## config.mk

```make
export PLATFORM = sky130hd
export DESIGN_NAME = rxq_index_ctrl
export DESIGN_NICKNAME = d
export VERILOG_FILES = /design/src/rtl/rxq_pkg.sv /design/src/rtl/rxq_addr_gen.sv /design/src/rtl/rxq_ptr_ctrl.sv /design/src/rtl/rxq_index_ctrl.sv
export SDC_FILE = /design/constraint.sdc
export NUM_CORES = 1
export LEC_CHECK = 0
export BUFFER_PORTS_ARGS = -buffer_cell sky130_fd_sc_hd__buf_4
export CAP_MARGIN = 20
export CORE_MARGIN = 1
export CORE_UTILIZATION = 65
export CTS_BUF_LIST = sky130_fd_sc_hd__clkbuf_4
export CTS_CLUSTER_DIAMETER = 80
export DETAILED_ROUTE_END_ITERATION = 8
export GPL_ROUTABILITY_DRIVEN = 1
export PLACE_DENSITY = 0.89
export SETUP_SLACK_MARGIN = 0.05
export SLEW_MARGIN = 20
export SYNTH_ARGS = -nofsm -noshare
export SYNTH_HDL_FRONTEND = slang
export SYNTH_SLANG_ARGS = --single-unit
```

## constraint.sdc

```tcl
create_clock -name clk -period 14.53 [get_ports clk]
set_input_delay 1.453 -clock clk [delete_from_list [all_inputs] [get_ports clk]]
set_output_delay 1.453 -clock clk [all_outputs]
set_load 0.01 [all_outputs]
```

## src/rtl/rxq_pkg.sv

```systemverilog
package rxq_pkg;

    typedef enum logic {
        RXQ_BLOCK     = 1'b0,
        RXQ_OVERWRITE = 1'b1
    } rxq_mode_e;

    typedef struct packed {
        logic ok;
        logic drop;
    } rxq_wr_t;

    localparam int unsigned RXQ_HDR_WORDS = 2;
    localparam int unsigned RXQ_MIN_DATA_WORDS = 2;

    // Words in one stored element: header plus data, data rounded up to whole words.
    function automatic int unsigned elem_words_f(input int unsigned bytes);
        int unsigned data_w;
        data_w = (bytes + 3) / 4;
        if (data_w < RXQ_MIN_DATA_WORDS) data_w = RXQ_MIN_DATA_WORDS;
        return RXQ_HDR_WORDS + data_w;
    endfunction

endpackage

```

## src/rtl/rxq_addr_gen.sv

```systemverilog
module rxq_addr_gen #(
    parameter int ADDR_W  = 16,
    parameter int IDX_W   = 6,
    parameter int WORDS_W = 5
) (
    input  logic [ADDR_W-1:0]  base,
    input  logic [ADDR_W-1:0]  start,
    input  logic [IDX_W-1:0]   idx,
    input  logic [WORDS_W-1:0] words,
    output logic [ADDR_W-1:0]  addr
);
    logic [ADDR_W-1:0] offset;

    always_comb begin
        offset = ADDR_W'(idx) * ADDR_W'(words);
        addr   = base + start + offset;
    end
endmodule

```

## src/rtl/rxq_ptr_ctrl.sv

```systemverilog
module rxq_ptr_ctrl
    import rxq_pkg::*;
#(
    parameter int IDX_W = 6,
    parameter int LVL_W = IDX_W + 1
) (
    input  logic             clk,
    input  logic             rst,
    input  logic [LVL_W-1:0] cfg_depth,
    input  rxq_mode_e        mode,
    input  logic             wr_req,
    input  logic             ack_req,
    input  logic [IDX_W-1:0] ack_idx,
    input  logic             lost_clr,
    output logic [IDX_W-1:0] put_idx,
    output logic [IDX_W-1:0] get_idx,
    output logic [LVL_W-1:0] level,
    output logic             full,
    output logic             lost,
    output rxq_wr_t          wr_res
);
    logic [LVL_W-1:0] put_l, get_l, ack_l, freed, lvl_a, get_a;
    logic [LVL_W-1:0] put_n, get_n, lvl_n;
    logic             ack_ok, room;

    function automatic logic [LVL_W-1:0] wrap_inc(input logic [LVL_W-1:0] i,
                                                  input logic [LVL_W-1:0] d);
        logic [LVL_W-1:0] s;
        s = i + LVL_W'(1);
        return (s >= d) ? '0 : s;
    endfunction

    always_comb begin
        put_l = {1'b0, put_idx};
        get_l = {1'b0, get_idx};
        ack_l = {1'b0, ack_idx};
        // slots from get up to and including the acknowledged one
        if (ack_l >= get_l) freed = ack_l - get_l + LVL_W'(1);
        else                freed = ack_l + cfg_depth - get_l + LVL_W'(1);
        ack_ok = ack_req && (ack_l < cfg_depth) && (freed <= level) && (level != '0);
        lvl_a  = ack_ok ? level - freed : level;
        get_a  = ack_ok ? wrap_inc(ack_l, cfg_depth) : get_l;
        room   = lvl_a < cfg_depth;
        wr_res.ok   = wr_req && (room || mode == RXQ_OVERWRITE);
        wr_res.drop = wr_req && !room && mode == RXQ_BLOCK;
        put_n = wr_res.ok ? wrap_inc(put_l, cfg_depth) : put_l;
        get_n = (wr_res.ok && !room) ? wrap_inc(get_a, cfg_depth) : get_a;
        lvl_n = (wr_res.ok && room) ? lvl_a + LVL_W'(1) : lvl_a;
    end

    always_ff @(posedge clk) begin
        if (rst) begin
            put_idx <= '0;
            get_idx <= '0;
            level   <= '0;
            lost    <= 1'b0;
        end else begin
            put_idx <= IDX_W'(put_n);
            get_idx <= IDX_W'(get_n);
            level   <= lvl_n;
            if (wr_res.drop)   lost <= 1'b1;
            else if (lost_clr) lost <= 1'b0;
        end
    end

    assign full = (level == cfg_depth);

    assert_level_bound_R10: assert property (@(posedge clk) disable iff (rst)
        level <= cfg_depth);

    assert_full_aligned_R10: assert property (@(posedge clk) disable iff (rst)
        full |-> (put_idx == get_idx));

    assert_block_drop_R5: assert property (@(posedge clk) disable iff (rst)
        (wr_req && full && !ack_req && mode == RXQ_BLOCK)
        |=> (level == $past(level) && put_idx == $past(put_idx) && lost));

    assert_overwrite_keep_R6: assert property (@(posedge clk) disable iff (rst)
        (wr_req && full && !ack_req && mode == RXQ_OVERWRITE)
        |=> (full && !$rose(lost)));

    assert_lost_sticky_R9: assert property (@(posedge clk) disable iff (rst)
        (lost && !lost_clr) |=> lost);

    assert_ack_frees_R7: assert property (@(posedge clk) disable iff (rst)
        (ack_ok && !wr_req) |=> (level < $past(level)));

    assert_ack_ignored_R8: assert property (@(posedge clk) disable iff (rst)
        (ack_req && !ack_ok && !wr_req) |=> ($stable(level) && $stable(get_idx)));
endmodule

```

## src/rtl/rxq_index_ctrl.sv

```systemverilog
module rxq_index_ctrl
    import rxq_pkg::*;
#(
    parameter int MAX_DEPTH = 64,
    parameter int ADDR_W    = 16,
    parameter int PAYLOAD_W = 7,
    localparam int IDX_W    = $clog2(MAX_DEPTH),
    localparam int LVL_W    = IDX_W + 1,
    localparam int WORDS_W  = $clog2(elem_words_f(2 ** PAYLOAD_W) + 1)
) (
    input  logic                 clk,
    input  logic                 rst,
    input  logic [LVL_W-1:0]     cfg_depth,
    input  logic                 cfg_overwrite,
    input  logic [ADDR_W-1:0]    cfg_ram_base,
    input  logic [ADDR_W-1:0]    cfg_start,
    input  logic [PAYLOAD_W-1:0] cfg_payload_bytes,
    input  logic                 wr_req,
    output logic                 wr_ok,
    output logic                 wr_drop,
    output logic [ADDR_W-1:0]    wr_addr,
    input  logic                 ack_req,
    input  logic [IDX_W-1:0]     ack_idx,
    input  logic                 lost_clr,
    output logic [ADDR_W-1:0]    rd_addr,
    output logic [LVL_W-1:0]     level,
    output logic [IDX_W-1:0]     get_idx,
    output logic [IDX_W-1:0]     put_idx,
    output logic                 full,
    output logic                 lost
);
    rxq_mode_e          mode;
    rxq_wr_t            wr_res;
    logic [WORDS_W-1:0] elem_words;
    logic [IDX_W-1:0]   port_idx  [2];
    logic [ADDR_W-1:0]  port_addr [2];

    assign mode       = cfg_overwrite ? RXQ_OVERWRITE : RXQ_BLOCK;
    assign elem_words = WORDS_W'(elem_words_f(int'(cfg_payload_bytes)));

    rxq_ptr_ctrl #(.IDX_W(IDX_W), .LVL_W(LVL_W)) u_ptr (
        .clk       (clk),
        .rst       (rst),
        .cfg_depth (cfg_depth),
        .mode      (mode),
        .wr_req    (wr_req),
        .ack_req   (ack_req),
        .ack_idx   (ack_idx),
        .lost_clr  (lost_clr),
        .put_idx   (put_idx),
        .get_idx   (get_idx),
        .level     (level),
        .full      (full),
        .lost      (lost),
        .wr_res    (wr_res)
    );

    assign port_idx[0] = put_idx;
    assign port_idx[1] = get_idx;

    for (genvar p = 0; p < 2; p++) begin : g_addr
        rxq_addr_gen #(.ADDR_W(ADDR_W), .IDX_W(IDX_W), .WORDS_W(WORDS_W)) u_addr (
            .base  (cfg_ram_base),
            .start (cfg_start),
            .idx   (port_idx[p]),
            .words (elem_words),
            .addr  (port_addr[p])
        );
    end

    assign wr_ok   = wr_res.ok;
    assign wr_drop = wr_res.drop;
    assign wr_addr = port_addr[0];
    assign rd_addr = port_addr[1];

    assert_excl_R5: assert property (@(posedge clk) disable iff (rst)
        !(wr_ok && wr_drop));
endmodule

```

After elaboration in Yosys (flattened, before gate mapping)
Cells that the tools add are included.
W data, S select, Z words.
- logic and storage cells: 55
- output and inout port bits: 55
- register bits: 20
- input port bits: 58
- reduce and logical (&&, ||, !) cells: 12
- eq/ne operators: 1
- add/sub/neg operators: 15
- magnitude comparators: 8
- $mul: 2
- muxes and demuxes: 12
- bitwise logic cells: 1
- operators by type and width (cell ; count):
    $mux W7 ; 5
    $add A16 B12 Y16 ; 2
    $add A7 B1 Y7 const B ; 4
    $mul A6 B6 Y12 ; 2
    $mux W6 ; 4
    $ge A7 B7 Y1 ; 3
    $add A16 B16 Y16 ; 1
    $add A6 B1 Y7 const B ; 2
    $add A7 B2 Y8 const B ; 1
    $logic_and A1 B1 Y1 ; 8
    $add A6 B7 Y7 ; 1
    $eq A7 B7 Y1 ; 1
    $le A7 B7 Y1 ; 1
    $lt A6 B7 Y1 ; 1
    $lt A7 B7 Y1 ; 1
    $reduce_bool A7 Y1 ; 1
    $sub A6 B6 Y7 ; 1
    $sub A7 B6 Y7 ; 1
    $sub A7 B7 Y7 ; 1
    $add A2 B6 Y6 const A ; 1
    $ge A6 B6 Y1 ; 1
    $lt A6 B2 Y1 const B ; 1
    $mux W1 ; 3
    $reduce_bool A2 Y1 ; 1
    other kinds (3) ; 3

Depth between registers and ports, before layout
Gate-level depths: netlist of the first run.
- depth after elaboration: 13
- depth in mapped cells: 29
- gate-level depth less buffers: 28

Modules after synthesis
From an unflattened synthesis of the first run, not the netlist that was laid out.
- cell total of the unflattened synthesis: 977
- area total of the unflattened synthesis: 8057.7 um2
- modules (own cells, without submodules) (module ; area each (um2) ; cells an instance ; times used ; sequential area each (um2)):
    rxq_ptr_ctrl ; 3484.6 ; 429 ; 1 ; 400.4
    rxq_addr_gen at g_addr[1].u_addr ; 2249.7 ; 269 ; 1 ; 0.0
    rxq_addr_gen at g_addr[0].u_addr ; 2185.8 ; 259 ; 1 ; 0.0
    rxq_index_ctrl ; 137.6 ; 20 ; 1 ; 0.0

Worst setup path before layout of the first run
No wires, ideal clock.
- path type: input-to-output
- from: input cfg_payload_bytes[0]
- to: output wr_addr[15]
- slack: 5924 ps
- cell stages on the path: 26
- arrival: 7153 ps
- cell sequence: o21a_1 -> clkbuf_1 -> nor3_1 -> a21oi_1 -> clkbuf_1 -> ha_1 -> xnor2_1 -> xnor2_1 -> clkbuf_1 -> and2_1 -> fa_1 -> inv_1 -> fa_1 -> inv_1 -> fa_1 -> inv_1 -> fa_1 -> inv_1 -> ha_1 -> o21ai_0 -> a21boi_0 -> a21oi_1 -> o21ai_0 -> a221o_1 -> nor3b_1 -> xor2_1
- longest elaborated chain between the ends: 6
- ends and longest elaborated chain (what ; line ; source):
    from (decl) ; rxq_index_ctrl.sv:17 ; input logic [PAYLOAD_W-1:0] cfg_payload_bytes,
    $add A7 B2 Y8 * ; rxq_pkg.sv:19 ; data_w = (bytes + 3) / 4;
    $lt A6 B2 Y1 ; rxq_pkg.sv:20 ; if (data_w < RXQ_MIN_DATA_WORDS) data_w = RXQ_MIN_DATA_WORDS;
    $mux W6 * ; rxq_pkg.sv:20 ;
    $add A2 B6 Y6 * ; rxq_pkg.sv:21 ; return RXQ_HDR_WORDS + data_w;
    $mul A6 B6 Y12 * ; rxq_addr_gen.sv:15 ; offset = ADDR_W'(idx) * ADDR_W'(words);
    $add A16 B12 Y16 * ; rxq_addr_gen.sv:16 ; addr = base + start + offset;
    to (decl) ; rxq_index_ctrl.sv:21 ; output logic [ADDR_W-1:0] wr_addr,
Every way passes the cells marked *; elsewhere a longest branch is shown, timed or not.

Worst setup path in the final report of the first run
Ends and elaborated chain as after synthesis.

==> results of run 1 <==
report_power, final:
part | switching, mW | internal [mW]
Clock | 0.0195 | 0.0279
Combinational | 0.242 | 0.195
Sequential | 0.00810 | 0.0576
Total | 0.270 | 0.281
worst min-delay path, stage by stage, from the launching register on:
cell and delay [ns]:
dfxtp_1 0.35, nor2b_1 0.13, o21ba_1 0.12
kinds of logic after synthesis:
group	count (synthesis)	synth area share, %
buf+inv	175	8.79
fa+ha+maj	203	39.6
flops	20	5.27
mux	27	3.70
xor+xnor	73	8.41
compound gates	183	16.2
simple gates	258	18.0
per-layer routing:
| layer | vias up | global-route usage (%) |
|---|---|---|
| li1 | 3397 | - |
| met1 | 3254 | 36.9 |
| met2 | 259 | 60.2 |
| met3 | 46 | 2.35 |
| met4 | 0 | 11.9 |
| met5 | - | 0 |
per-stage QoR:
step           instance area [um^2]  worst slack (ns)  power (mW)
2_1_floorplan                  7600              5.92       0.359
5_1_grt                        8610              4.29       0.603
3_5_place_dp                   8550              4.79       0.501
4_1_cts                        8610              4.79       0.549
6_report                       8610              4.74       0.550
3_3_place_gp                   8550              5.14       0.488
registers in the layout, indices dropped and copies added (netlist names):
register	flops
u_ptr.level	7
u_ptr.get_idx	6
u_ptr.put_idx	6
u_ptr.lost	1
Yosys cell counts (3+ instances only):
library cell    n
a211oi_1        6
a21boi_0        3
a21o_1         14
a21oi_1        50
a31oi_1        12
and2_1         31
and3_1         10
and4_1          4
clkbuf_1       13
dfxtp_1        20
fa_1           63
ha_1          139
inv_1         159
mux2_2          8
mux2i_1        18
nand2_1        64
nand2b_1       20
nand3_1        15
nand4_1         6
nor2_1         45
nor2b_1        11
nor3_1         16
nor3_2          3
nor4_1         10
o211ai_1       11
o21a_1         14
o21ai_0        26
o21ai_1         3
o21bai_1        8
o31ai_1         4
or2_2           3
or3_1           5
or4_1           3
xnor2_1        50
xor2_1         23
cell usage in the layout, fill, tap and decap left out, drive strengths merged, types with 23 or more instances in the layout:
cell	Yosys	final
a21oi	51	51
and2	31	31
buf	3	113
fa	63	63
ha	139	139
inv	159	159
nand2	64	64
nor2	45	45
o21ai	30	30
xnor2	50	50
xor2	23	23
path summary, 6_finish.rpt:
| check | from | end | slack, ns | depth (start not counted) |
|---|---|---|---|---|
| worst min-delay path | u_ptr.lost | u_ptr.lost | 0.62 | 2 |
| worst max register to register | u_ptr.get_idx[2] | u_ptr.get_idx[5] | 7.38 | 19 |
| worst max-delay path | cfg_payload_bytes[0] | wr_addr[15] | 4.74 | 24 |
| worst min register to register | u_ptr.lost | u_ptr.lost | 0.62 | 2 |
area by class of cell:
class,instances,area (um^2),share of cell area (%)
Multi-Input combinational cell,744,6530,75.9
Timing Repair Buffer,113,848,9.86
Sequential cell,20,400,4.65
Clock buffer,3,22.5,0.262
Inverter,159,597,6.93
Tap cell,143,179,2.08
Clock inverter,1,30.0,0.349
==> results by group, run 1 <==
Outcome
  • Status: complete, no violations

Power and ir drop
  • Maximum VDD drop: roughly 0.00006 V
  • Power per Cell Area: about 64 mW/mm^2
  • Static Leak: 4.41 nW

CTS
  • Post-CTS Hold Buffers: 0
  • CTS buffer count: 3
  • Clock latency on the worst-skew pair: 0.31 ns
  • Clock buffer depth: 2
  • H-tree Lvls: 1
  • Clk root buf: clkbuf_4
  • CTS tree: yes
  • Clock transition at the registers of the reported paths: ~0.12 ns
  • Total clock sinks: 20
  • Setup repair bufs after CTS: 0
  • PostCTS Resize Cnt: 0

Timing
  • RSZ-0062 raised after global routing: false
  • Maximum operating frequency: around 0.1 GHz
  • Min Tclk post-route: just under 10 ns
  • Slew headroom: a little under a third
  • Slew Limit Fails: 0
  • Setup Skew: 0.0121 ns
  • Final hold vios: 0
  • Setup TNS: 0 ns
  • # setup viols final: 0
  • Final hold slack: 0.618 ns
  • Slew @ Worst Pin: between 1 and 1.5 ns
  • Final period utilization: 67.4%

Worst setup path
  • Critical Path RT: between 10 and 15 ns
  • Worst setup SP type: input port
  • Most used cell, CP: fa_1
  • WS Path Type: input port to output port
  • Worst path max stage delay: 0.81 ns
  • Crit-path leading delay family: adder cells
  • Crit path DAT: roughly 8.3 ns
  • WP buf/inv: 5
  • Crit end category: output port
  • Crit path max-delay cell type: a21oi_1
  • Max FO, Critical Path: 13
  • Worst-path cell chain: buf_4 > o21a_1 > nor3_1 > a21oi_1 > ha_1 > xnor2_1 > xnor2_1 > nand2_1 > fa_1 > fa_1 > inv_1 > fa_1 > inv_1 > fa_1 > inv_1 > ha_1 > o21ai_0 > a21boi_0 > a21oi_1 > o21ai_0 > a221o_1 > nor3b_1 > xor2_1 > buf_4

Synthesis
  • FFs w/ async S/R, synth: 0%
  • Sequential element share of the synthesized area: under 10%
  • Mapped cell area: 0.00760 mm^2
  • Largest cells by area after synthesis: ha_1 23%, fa_1 17%, inv_1 7.9%
  • Top cell type by total area after synthesis: ha_1
  • EDFF count, synth: 0
  • Top cell type's share of synthesized area: a little under a quarter
  • Net count of the mapped netlist: 1199
  • Mapped Cells: 939
  • Most used flip-flop cell after synthesis: dfxtp_1
  • Seq cells post-synth: 20
  • Yosys cell types: 74
  • Yosys warnings: 0
  • Mapped Avg Cell Area: between 8 and 9 um^2

Worst hold path
  • Hold WC Path Type: flip-flop to flip-flop

Place
  • GPL Wtd Cong: between 0.9 and 1
  • Post-DP HPWL: between 15000 and 20000 um
  • Cell count after placement: 1179
  • IO Port Bufs: 112

Final layout
  • ANT cells: 0
  • Nets@finish: between 1000 and 1500
  • Area Overhead vs Synth: 13.3%
  • Share of layout cells above drive strength 1: 13.8%
  • Final Non-Filler Cells: around 1200
  • Final cell utilization of the core: between 70 and 80%
  • Filler cell count: 881

Job
  • Max cap viols: 0

Die
  • Starting Density: between 60% and 70%
  • Core Area: about 0.011 mm^2
  • Num rows: 39
  • Top-Level Pins: 113
  • Die area: about 0.012 mm^2
  • Die Wd: approximately 110 um
  • Die height: 110 um

Drt
  • DRT iter0 DRCs: 364
  • Met2 Wirelength: ~10000 um
  • Highest routing layer actually used: met4
  • Met3 WL: about 1100 um
  • Wire length on met1: ~7500 um
  • DRC errors left: 0
  • Post-route ant nets: 0
  • Total wire length: roughly 19000 um
  • Vias per cell: around 6
  • 1st-pass router iterations: 5
  • Vias: 6956
  • Wire per inst: about 16 um

GRT
  • Gr usage total: about a third
  • Initial antenna violation count: 0
  • Overflow after GRT: 0
  • First-pass GRT wire length: roughly 30000 um
  • Largest net degree at the start of global routing: 24
  • Vias in the first global route: about 6600
(Power assumes the default switching activity.)
==> inputs of run 2 (changes only) <==
- ABC_AREA: unset -> 1
- CORE_UTILIZATION: 65 -> 61
- PLACE_DENSITY: 0.89 -> 0.84
- clock period: 14.53 -> 9.5 ns (I/O delays scaled with it)
==> run 2 against run 1 <==
Effect of this change: flip-flop and latch count unchanged; routed wire length decreased by 2.5%; final area increased by 2.2%; sequential power increased by 48%; global-route usage decreased by 2.4 points; core utilization decreased by 3.3 points; die area increased by 8.9%; cell count increased by 20%; critical path depth increased by 5; worst setup slack got worse by 3.2 ns; register-to-register slack got worse by 3.6 ns.
==> results by group, run 2 <==
Power and ir drop
  • Maximum VDD drop: between 0.00007 and 0.00008 V
  • Power per Cell Area: a little under 100 mW/mm^2
  • Total power: roughly 0.86 mW
  • Static Leak: 5.07 nW

Timing
  • Maximum operating frequency: 0.125 GHz
  • Final hold vios: 0
  • Slew @ Worst Pin: about 0.76 ns
  • Setup TNS: 0 ns
  • Final hold slack: 0.479 ns
  • # setup viols final: 0
  • Slew Limit Fails: 0
  • Min Tclk post-route: between 8 and 9 ns
  • Setup Skew: roughly 0.0046 ns
  • Slew headroom: roughly half
  • Final WS setup: around 1.5 ns
  • RSZ-0062 raised after global routing: false
  • Final period utilization: about 84%

CTS
  • H-tree Lvls: 1
  • CTS buffer count: 3
  • Setup repair bufs after CTS: 0
  • Clock transition at the registers of the reported paths: between 0.1 and 0.15 ns
  • Clock buffer depth: 2
  • Clk root buf: clkbuf_4
  • Post-CTS Hold Buffers: 0
  • Total clock sinks: 20
  • PostCTS Resize Cnt: 0
  • CTS tree: yes
  • Clock latency on the worst-skew pair: roughly 0.32 ns

Die
  • Top-Level Pins: between 100 and 150
  • Die area: ~0.013 mm^2
  • Starting Density: between 60% and 70%
  • Core Area: between 0.01 and 0.015 mm^2
  • Die Wd: 115 um
  • Num rows: 40
  • Die height: around 110 um

Worst setup path
  • Crit path max-delay cell type: fa_1
  • FF-to-FF Start: u_ptr.get_idx[2]
  • Critical Path RT: between 8 and 9 ns
  • Flop2flop setup slack: 3.78 ns
  • Crit end category: output port
  • Max FO, Critical Path: 12
  • End of the critical path: wr_addr[14]
  • Crit path DAT: between 7 and 8 ns
  • Most used cell, CP: inv_1
  • Worst path max stage delay: roughly 0.55 ns
  • Reg2Reg Depth: 28
  • Worst Setup SP: cfg_payload_bytes[0]
  • WS Path Type: input port to output port
  • Worst setup SP type: input port
  • R2R Path End: u_ptr.level[1]

Synthesis
  • Post-synth top cells: 249 x inv_1, 237 x nand2_1, 139 x ha_1
  • Mapped Cells: approximately 1100
  • Most used flip-flop cell after synthesis: dfxtp_1
  • Largest cells by area after synthesis: ha_1 22%, fa_1 16%, inv_1 12%
  • FFs w/ async S/R, synth: 0%
  • Count leader, synth: inv_1
  • Yosys warnings: 0
  • Mapped Avg Cell Area: around 6.8 um^2
  • Top cell type by total area after synthesis: ha_1
  • Mapped cell area: a little under 0.008 mm^2
  • Sequential element share of the synthesized area: 5.15%
  • Net count of the mapped netlist: ~1400
  • Yosys cell types: between 40 and 50
  • Seq cells post-synth: 20
  • EDFF count, synth: 0
  • Top cell type's share of synthesized area: between 20% and 30%

Drt
  • DRC errors left: 0
  • Wire per inst: 13.1 um
  • Total wire length: about 19000 um
  • Vias per cell: between 5 and 6
  • Vias: 7496
  • Post-route ant nets: 0
  • 1st-pass router iterations: 7
  • DRT iter0 DRCs: roughly 470

GRT
  • Gr usage total: 29.3%
  • First-pass GRT wire length: ~31000 um
  • Vias in the first global route: a little under 7000
  • Overflow after GRT: 0
  • Largest net degree at the start of global routing: 20
  • Initial antenna violation count: 0

Final layout
  • Final cell utilization of the core: 72.1%
  • Top flop regs: u_ptr.level (7), u_ptr.get_idx (6), u_ptr.put_idx (6)
  • Nets@finish: about 1500
  • Most frequent cells in the layout: 249 x inv_1, 237 x nand2_1, 139 x ha_1
  • Most common cell after layout, fill and taps aside: inv_1
  • Largest register FFs: 7
  • Area Overhead vs Synth: 13.2%
  • Filler cell count: 1075
  • Largest register by flop count: u_ptr.level
  • Share of layout cells above drive strength 1: 12.0%
  • ANT cells: 0

Outcome
  • Status: complete, no violations

Worst hold path
  • Hold WC Path Type: flip-flop to flip-flop

Place
  • Post-DP HPWL: roughly 16000 um
  • GPL Wtd Cong: about 0.97
  • IO Port Bufs: roughly 110
  • Pre-CTS setup slack: approximately 1.6 ns

Job
  • Max cap viols: 0
## run 2: cell type report
type                            count  area (um^2)  area share, %
Multi-Input combinational cell    859         6350           72.1
Clock inverter                      1         30.0          0.341
Clock buffer                        3         22.5          0.256
Sequential cell                    20          400           4.55
Tap cell                          168          210           2.39
Inverter                          253          950           10.8
Timing Repair Buffer              112          841           9.55
## run 2: per-stage QoR
step	std cells	area [um^2]
detailed placement	1412	8750
CTS	1416	8800
finish	1416	8800
global route	1416	8800
global placement	1412	8750
floorplan	1145	7770
## run 2: worst min-delay path by stage
| stage | start | to | slack [ns] | cells past startpoint |
|---|---|---|---|---|
| after floorplan | u_ptr.lost | u_ptr.lost | 0.49 | 2 |
| after detailed placement | u_ptr.lost | u_ptr.lost | 0.46 | 2 |
| after global routing | u_ptr.lost | u_ptr.lost | 0.53 | 2 |
| after global placement | u_ptr.lost | u_ptr.lost | 0.46 | 2 |
| final | u_ptr.lost | u_ptr.lost | 0.48 | 2 |
| after CTS | u_ptr.lost | u_ptr.lost | 0.48 | 2 |
## run 2: critical path: cells and delay by family
family	cells	cell delay (ns)
AOI/OAI and AO/OA	5	1.02
adders and majority gates	6	2.73
buffers and inverters	8	0.73
and+or+nand+nor	9	1.47
xor gates and xnor gates	1	0.18
## run 2: routing by layer
layer  share of wire (%)  up-vias  routed length [um]  GRT usage (%)
met1                  47     3473                8710           42.4
met5                   0        -                   0              0
met2                  45      228                8290           48.2
li1                    -     3765                   -              -
met3                 6.9       30                1280           2.16
met4                 1.6        0                 292           5.71
## run 2: logic make-up after synthesis
| family | share of synthesized area, % |
|---|---|
| AND/OR/NAND/NOR | 24.4 |
| buffers and inverters | 13.2 |
| AO/OA/AOI/OAI | 10.3 |
| flip-flops | 5.15 |
| adder cells (fa/ha/maj) | 38.6 |
| XOR/XNOR | 8.32 |
## run 2: power by group
group,total (mW),internal [mW],switching (mW)
logic,0.687,0.292,0.394
clock network,0.0729,0.0427,0.0302
registers,0.0973,0.0873,0.0100
total,0.857,0.422,0.435
==> inputs of run 3 (changes only) <==
- CORE_UTILIZATION: 61 -> 55
- PLACE_DENSITY: 0.84 -> 0.8
- clock period: 9.5 -> 7.2 ns (I/O delays scaled with it)
==> run 3 against run 2 <==
Effect of this change: core utilization down 7.3 points; global-route usage decreased by 2.6 points; power is 37% higher; first-iteration DRC count grew 3.6%; hold slack better by 0.0017 ns; cell count grew 1.8%; die area up 11%; sequential share of layout area fell by 0.081 points; register-to-register slack worse by 2.3 ns; routed wire length grew 2.3%; critical endpoint is now rd_addr[13]; highest routed layer unchanged.
==> results by group, run 3 (same netlist as run 2, synthesis figures left out) <==
Place
  • Post-DP HPWL: 16000 um
  • IO Port Bufs: ~110
  • Cell count after placement: between 1000 and 1500
  • Pre-CTS setup slack: -0.0464 ns
  • GPL Wtd Cong: about 0.93

Drt
  • Total wire length: between 15000 and 20000 um
  • 1st-pass router iterations: 6
  • Vias per cell: roughly 5.2
  • DRT iter0 DRCs: slightly below 500
  • Post-route ant nets: 0
  • Vias: roughly 7500
  • Wire per inst: about 13 um
  • DRC errors left: 0

Die
  • Die height: around 120 um
  • Top-Level Pins: about 110
  • Die area: roughly 0.015 mm^2
  • Starting Density: about 56%
  • Die Wd: 121 um
  • Num rows: between 40 and 50
  • Core Area: 0.0138 mm^2

Final layout
  • Most frequent cells in the layout: 248 x inv_1, 236 x nand2_1, 137 x ha_1
  • Largest register FFs: 7
  • Top flop regs: u_ptr.level (7), u_ptr.get_idx (6), u_ptr.put_idx (6)
  • Area Overhead vs Synth: 15.2%
  • Largest register by flop count: u_ptr.level
  • ANT cells: 0
  • Nets@finish: approximately 1500
  • Most common cell after layout, fill and taps aside: inv_1
  • Final Non-Filler Cells: 1441
  • Share of layout cells above drive strength 1: between 10% and 20%

GRT
  • Largest net degree at the start of global routing: 20
  • First-pass GRT wire length: approximately 32000 um
  • Initial antenna violation count: 0
  • Vias in the first global route: 6942
  • Overflow after GRT: 0
  • Gr usage total: 26.7%

Power and ir drop
  • Power per Cell Area: around 130 mW/mm^2
  • Total power: 1.17 mW
  • Static Leak: between 5 and 6 nW
  • Maximum VDD drop: approximately 0.00017 V

Timing
  • Final hold vios: 0
  • Maximum operating frequency: 0.147 GHz
  • Final hold slack: 0.481 ns
  • Slew @ Worst Pin: approximately 0.58 ns
  • Final period utilization: between 90% and 100%
  • Min Tclk post-route: roughly 6.8 ns
  • Slew Limit Fails: 0
  • Final WS setup: about 0.38 ns
  • Setup Skew: 0.00867 ns
  • RSZ-0062 raised after global routing: false
  • Slew headroom: just over 60%
  • # setup viols final: 0

Worst setup path
  • Max FO, Critical Path: 6
  • WP buf/inv: 13
  • Worst setup SP type: input port
  • WS Path Type: input port to output port
  • Worst path max stage delay: 0.56 ns
  • Crit-path leading delay family: adder cells
  • Most used cell, CP: inv_1
  • Flop2flop setup slack: ~1.5 ns
  • Critical Path RT: around 6.5 ns
  • Crit path DAT: a little over 6 ns
  • Crit path max-delay cell type: fa_1
  • Crit end category: output port

CTS
  • Clock latency on the worst-skew pair: ~0.32 ns
  • H-tree Lvls: 1
  • CTS buffer count: 3
  • CTS tree: yes
  • Clock transition at the registers of the reported paths: approximately 0.12 ns
  • Post-CTS Hold Buffers: 0
  • Clock buffer depth: 2
  • Total clock sinks: 20
  • Clk root buf: clkbuf_4

Worst hold path
  • Hold WC Path Type: flip-flop to flip-flop

Job
  • Max cap viols: 0

Outcome
  • Status: complete, no violations
==> run 3: area by class of cell <==
cell class | instances | area [um^2]
clock buffers | 3 | 22.5
clock inverters | 1 | 30.0
fillers | 1256 | 4870
inverters | 253 | 950
multi-input cells | 859 | 6390
flip-flops and latches | 20 | 400
well taps | 180 | 225
repair buffers | 125 | 938
==> run 3: final timing paths <==
| path | from | end | cells after the start |
|---|---|---|---|
| hold reg to reg | u_ptr.lost | u_ptr.lost | 2 |
| setup / recovery | cfg_payload_bytes[0] | rd_addr[13] | 32 |
| setup reg to reg | u_ptr.get_idx[3] | u_ptr.get_idx[4] | 30 |
| hold / removal | u_ptr.lost | u_ptr.lost | 2 |
==> run 3: per-stage QoR <==
stage	utilization [%]	instance area [um^2]	TNS (ns)
after floorplan	-	7770	0
after global placement	63.8	8820	0
after detailed placement	63.8	8820	-0.0464
after CTS	64.2	8880	0
after global routing	64.8	8960	0
final	64.8	8960	0
==> run 3: timing repair <==
| action | 4_1_cts | 5_1_grt |
|---|---|---|
| setup buffers | 0 | 5 |
| endpoints found under the setup margin | 1 | 9 |
| gates resized for setup | 2 | 14 |
| pin swaps | 0 | 3 |
==> run 3: layer usage <==
layer | up-vias | track usage [%] | routed length, um
li1 | 3799 | - | -
met1 | 3455 | 39.0 | 9060
met2 | 234 | 43.6 | 8530
met3 | 26 | 2.16 | 1150
met4 | 0 | 4.17 | 268
met5 | - | 0 | 0
==> run 3: worst register-to-register path, delay by kind of cell, from the launching register on <==
family	cells	cell delay [ns]
and+or+nand+nor	14	1.78
adders and majority gates	4	1.48
AOI/OAI and AO/OA	7	1.14
DFF	1	0.62
buffers and inverters	4	0.42
xor gates and xnor gates	1	0.22
==> run 3: report_power, final <==
group          internal, mW  leakage (nW)  switching (mW)
Sequential            0.115         0.163          0.0121
Combinational         0.413          4.95           0.536
Clock                0.0563        0.0279          0.0405
